==> config.mk <==
export PLATFORM = sky130hd
export DESIGN_NAME = eint_grouper
export DESIGN_NICKNAME = d
export VERILOG_FILES = /design/src/rtl/eint_pkg.sv /design/src/rtl/eint_ctrl.sv /design/src/rtl/eint_group_or.sv /design/src/rtl/eint_dpath.sv /design/src/rtl/eint_grouper.sv
export SDC_FILE = /design/constraint.sdc
export NUM_CORES = 1
export LEC_CHECK = 0
export ABC_CLOCK_PERIOD_IN_PS = 2000
export CORE_MARGIN = 2
export CORE_UTILIZATION = 70
export CTS_BUF_LIST = sky130_fd_sc_hd__clkbuf_8
export CTS_CLUSTER_SIZE = 20
export DETAILED_ROUTE_END_ITERATION = 10
export DONT_BUFFER_PORTS = 1
export PLACE_DENSITY = 0.87
export SETUP_SLACK_MARGIN = 0.15
export SYNTH_ARGS = -nofsm -noshare
export SYNTH_HDL_FRONTEND = slang
export SYNTH_HIERARCHICAL = 1
export SYNTH_SLANG_ARGS = --single-unit
==> constraint.sdc <==
create_clock -name clk -period 2 [get_ports clk]
set_input_delay 0.2 -clock clk [delete_from_list [all_inputs] [get_ports clk]]
set_output_delay 0.2 -clock clk [all_outputs]
set_load 0.005 [all_outputs]
==> src/rtl/eint_pkg.sv <==
package eint_pkg;
  // Strobes from the bus decoder to the register datapath
  typedef struct packed {
    logic pendClr;   // write-1-to-clear into pending register
    logic maskLoad;  // load mask register
    logic rdMask;    // read mux selects mask register
  } eintStrobes_t;
endpackage

==> src/rtl/eint_ctrl.sv <==
module eint_ctrl
  import eint_pkg::*;
(
  input  logic         regWrEn,
  input  logic         regSel,
  output eintStrobes_t strobes
);
  always_comb begin
    strobes          = '0;
    strobes.pendClr  = regWrEn && !regSel;
    strobes.maskLoad = regWrEn && regSel;
    strobes.rdMask   = regSel;
  end
endmodule

==> src/rtl/eint_group_or.sv <==
module eint_group_or #(
  parameter int WIDTH = 24,
  parameter int LO    = 4,
  parameter int HI    = 7
) (
  input  logic [WIDTH-1:0] vec,
  output logic             anySet
);
  always_comb begin
    anySet = 1'b0;
    for (int i = LO; i <= HI; i++) anySet = anySet | vec[i];
  end
endmodule

==> src/rtl/eint_dpath.sv <==
module eint_dpath
  import eint_pkg::*;
#(
  parameter int NUM_LINES    = 24,
  parameter int DIRECT_LINES = 4,
  parameter int SPLIT_LINE   = 8
) (
  input  logic                 clk,
  input  logic                 rst_n,
  input  logic [NUM_LINES-1:0] lineReq,
  input  logic [NUM_LINES-1:0] wrData,
  input  eintStrobes_t         strobes,
  output logic [NUM_LINES-1:0] rdData,
  output logic                 sharedLo,
  output logic                 sharedHi
);
  localparam logic [NUM_LINES-1:0] SHARED_BITS = ~((NUM_LINES)'((1 << DIRECT_LINES) - 1));

  logic [NUM_LINES-1:0] pendQ, pendD;
  logic [NUM_LINES-1:0] maskQ;
  logic [NUM_LINES-1:0] eligible;

  // Set has priority over clear; reserved low bits never store
  always_comb begin
    for (int i = 0; i < NUM_LINES; i++) begin
      if (i < DIRECT_LINES) pendD[i] = 1'b0;
      else pendD[i] = (pendQ[i] & ~(strobes.pendClr & wrData[i])) | lineReq[i];
    end
  end

  always_ff @(posedge clk or negedge rst_n) begin
    if (!rst_n) pendQ <= '0;
    else        pendQ <= pendD;
  end

  always_ff @(posedge clk or negedge rst_n) begin
    if (!rst_n)                maskQ <= SHARED_BITS;
    else if (strobes.maskLoad) maskQ <= wrData & SHARED_BITS;
  end

  assign rdData   = strobes.rdMask ? maskQ : pendQ;
  assign eligible = pendQ & ~maskQ;

  eint_group_or #(.WIDTH(NUM_LINES), .LO(DIRECT_LINES), .HI(SPLIT_LINE-1)) uLoOr (
    .vec(eligible), .anySet(sharedLo)
  );
  eint_group_or #(.WIDTH(NUM_LINES), .LO(SPLIT_LINE), .HI(NUM_LINES-1)) uHiOr (
    .vec(eligible), .anySet(sharedHi)
  );


  req_sets_pend_chk: assert property (@(posedge clk) disable iff (!rst_n)
    1'b1 |=> (($past(lineReq) & SHARED_BITS & ~pendQ) == '0));


  clear_takes_chk: assert property (@(posedge clk) disable iff (!rst_n)
    strobes.pendClr |=> (($past(wrData) & ~$past(lineReq) & pendQ) == '0));


  lo_level_hold_chk: assert property (@(posedge clk) disable iff (!rst_n)
    (sharedLo && !strobes.pendClr && !strobes.maskLoad) |=> sharedLo);


  hi_level_hold_chk: assert property (@(posedge clk) disable iff (!rst_n)
    (sharedHi && !strobes.pendClr && !strobes.maskLoad) |=> sharedHi);
endmodule

==> src/rtl/eint_grouper.sv <==
module eint_grouper
  import eint_pkg::*;
#(
  parameter int NUM_LINES    = 24,
  parameter int DIRECT_LINES = 4,
  parameter int SPLIT_LINE   = 8
) (
  input  logic                    clk,
  input  logic                    rst_n,
  input  logic [NUM_LINES-1:0]    lineReq,
  input  logic                    regWrEn,
  input  logic                    regSel,
  input  logic [NUM_LINES-1:0]    regWrData,
  output logic [NUM_LINES-1:0]    regRdData,
  output logic [DIRECT_LINES-1:0] directReq,
  output logic                    sharedLoReq,
  output logic                    sharedHiReq
);
  eintStrobes_t strobes;

  eint_ctrl uCtrl (
    .regWrEn(regWrEn), .regSel(regSel), .strobes(strobes)
  );

  eint_dpath #(
    .NUM_LINES(NUM_LINES), .DIRECT_LINES(DIRECT_LINES), .SPLIT_LINE(SPLIT_LINE)
  ) uDpath (
    .clk(clk), .rst_n(rst_n), .lineReq(lineReq), .wrData(regWrData),
    .strobes(strobes), .rdData(regRdData),
    .sharedLo(sharedLoReq), .sharedHi(sharedHiReq)
  );

  // dedicated lines bypass the register
  assign directReq = lineReq[DIRECT_LINES-1:0];
endmodule

==> metrics.md <==
| Metric | Value |
|---|---|
| Tot GR Track Use | `25.8%` |
| Hold Crit Start | `regWrData[6]` |
| Final Skew | `0 ns` |
| Cts-stage hold buffer count | `19` |
| Synthesized flop and latch total | `40` |
| Final Hold Viols | `0` |
| Setup TNS | `0 ns` |
| R2R setup slack | `1.24 ns` |
| Relative slew slack | `52.7%` |
| DP HPWL | `2700 microns` |
| DIE WIDTH | `59.5 microns` |
| Setup bufs post-CTS | `0` |
| WP buf/inv | `0` |
| # DRC | `0` |
| Fraction of layout cells with a size suffix above 1 | `39.0%` |
| Max-cap violation count | `0` |
| FF/Latch Area | `1030 sq um` |
| Routed len/inst | `19.9 microns` |
| Sequential area share after synthesis | `47.5%` |
| Hold Path End | `uDpath/maskQ[6]$_DFFE_PN1P_` |
| Post-synth cell types | `15` |
| Critical path class | `reg2out` |
| Initial Util | `71.9%` |
| Crit path max-delay cell type | `dfstp_2` |
| RSZ-0062 raised after global routing | `no` |
| GP Congestion | `0.720` |
| Number of top-level pins | `82` |
| Max Clk Rate | `605 MHz` |
| Total CTS buffers | `5` |
| Switching power total | `477 uW` |
| Final Cycle Share | `82.6%` |
| WL final | `4290 microns` |
| P&R area growth vs syn | `14.8%` |
| Internal Power | `1.79 mW` |
| Via count | `1307` |
| Worst slew pin tran | `0.710 ns` |
| Required @ worst endpoint | `1.80 ns` |
| H-Tree Depth | `2` |
| 1st-pass router iterations | `4` |
| Hold path depth | `1` |
| Worst setup margin | `0.347 ns` |
| Worst reg2reg path startpoint | `uDpath/maskQ[10]$_DFFE_PN1P_` |
| Clock Sinks | `40` |
| PostCTS Resize Cnt | `0` |
| Register share of total power | `44.3%` |
| Max clock buf depth | `2` |
| Pleak | `1.04 nW` |
| CTS tree | `yes` |
| Worst-path cell chain | `nor2b_1 -> nor4_1 -> nand4_1` |
| DR iter-0 viols | `38` |
| Clock Power Share | `39.9%` |
| Crit. End Element | `output pin` |
| Die H | `59.5 microns` |
| IO Port Bufs | `0` |
| Reg2reg path depth | `1` |
| Logic pwr share | `15.8%` |
| Power Density | `917 nW/um^2` |
| # fillers | `163` |
| Dpl ws | `0.645 ns` |
| Switching Fraction | `21.0%` |
| Setup Viol. Count Final | `0` |
| Net count, final | `233` |
| VDD IR max | `0.818 mV` |
| Post-route ant nets | `0` |
| Worst Hold Class | `in2reg` |
| First-pass GRT wire length | `6620 microns` |
| End of the worst register-to-register path | `uDpath/maskQ[10]$_DFFE_PN1P_` |
| Most common cell after layout, fill and taps aside | `mux2_4` |
| Mapped Cells | `164` |
| Top cell type by total area after synthesis | `mux2_4` |
| Largest net degree at the start of global routing | `41` |
| Reg clk slew, reported paths | `0.08 ns` |
| Final Max Tran Viols | `0` |
| Core area | `3000 sq um` |
| Grt ovf | `0` |
| Post-synth top area share | `27.8%` |
| Clock latency on the worst-skew pair | `0.29 ns` |
| Commonest cells after routing, fill and taps aside | `mux2_4 (40), dlygate4sd3_1 (21)` |
| Synthesized area | `2160 sq um` |
| Num rows | `20` |
| Max Fanout on Critical Path | `3` |
| Syn avg cell area | `13.2 sq um` |
| Arr. time, crit path | `1.45 ns` |
| DR vias/cell | `6.08` |
| Vias in the first global route | `1461` |
| Syn. warnings | `6` |
| Die area | `3540 sq um` |
| Startpoint class of the critical path | `flop` |
| Synth area leaders | `mux2_4 (28%), dfstp_2 (24%), dfrtp_1 (23%), a21o_1 (7.0%), nor2b_1 (5.8%)` |
| Largest stage delay, worst path | `0.55 ns` |
| Outcome | `finished, final reports clean` |
| Worst hold slack | `0.0505 ns` |
| Antenna violations before repair | `0` |
| Area of the multi-input gates | `1020 sq um` |
| Root Driver | `clkbuf_8` |
| Kind of cell adding the most delay to the critical path | `simple AND/OR/NAND/NOR gates` |
| Minimum clock period | `1.65 ns` |
| Ant. Diodes | `0` |
kinds of logic (layout without fill, tap and decap cells):
kind of cell,Yosys count,count (layout),synth area share (%)
and+or+nand+nor,48,48,11.8
buffers and inverters,15,30,5.68
other,1,4,0.174
muxes,40,40,27.8
AOI/OAI and AO/OA,20,20,6.96
DFF,40,40,47.5
cells in the mapped netlist:
library cell   n
a21o_1        20
and2_2         1
and2b_2        1
buf_2          2
buf_4          9
buf_6          4
conb_1         1
dfrtp_1       20
dfstp_2       20
mux2_4        40
nand2_1       20
nand4_1        1
nor2b_1       20
nor4_1         4
or4_1          1
stage by stage:
step / utilization (%) / cells / power (mW) / area (sq um)
global route: 82.5 / 215 / 2.36 / 2480
global placement: 69.5 / 185 / 1.30 / 2090
floorplan: - / 167 / 1.29 / 2170
finish: 82.5 / 215 / 2.27 / 2480
detailed placement: 69.5 / 185 / 1.32 / 2090
CTS: 81.5 / 212 / 2.28 / 2450
sequential cells by signal, indices dropped and copies added (netlist names):
name and flops:
uDpath/maskQ 20, uDpath/pendQ 20
area by class of cell:
class / count / share of cell area, %
Sequential cell: 40 / 41.4
Timing Repair Buffer: 22 / 9.29
Clock inverter: 3 / 3.64
Tap cell: 33 / 1.67
Clock buffer: 5 / 2.78
Multi-Input combinational cell: 112 / 41.2
worst max path at each step:
| stage | start | end | slack [ns] | depth (start not counted) |
|---|---|---|---|---|
| after detailed placement | uDpath/maskQ[9]$_DFFE_PN1P_ | sharedHiReq | 0.65 | 3 |
| after floorplan | uDpath/maskQ[5]$_DFFE_PN1P_ | sharedLoReq | 0.72 | 2 |
| after global placement | uDpath/maskQ[9]$_DFFE_PN1P_ | sharedHiReq | 0.66 | 3 |
| after global routing | uDpath/maskQ[20]$_DFFE_PN1P_ | sharedHiReq | 0.27 | 3 |
| after CTS | uDpath/maskQ[9]$_DFFE_PN1P_ | sharedHiReq | 0.31 | 3 |
| final | uDpath/maskQ[20]$_DFFE_PN1P_ | sharedHiReq | 0.35 | 3 |
power by group through the flow:
stage | Clock [mW] | Combinational, mW | Sequential, mW
finish | 0.906 | 0.359 | 1.01
floorplan | 0 | 0.299 | 0.993
detailed placement | 0 | 0.302 | 1.02
global placement | 0 | 0.293 | 1.00
global route | 0.959 | 0.387 | 1.02
CTS | 0.922 | 0.354 | 1.00
routing by layer:
metal	vias to the layer above	track usage, %	routed length [microns]
li1	580	-	-
met1	674	27.7	1670
met2	45	47.4	2350
met3	8	8.52	197
met4	0	8.25	72
met5	-	0	0
Power figures use the tool's default switching activity.
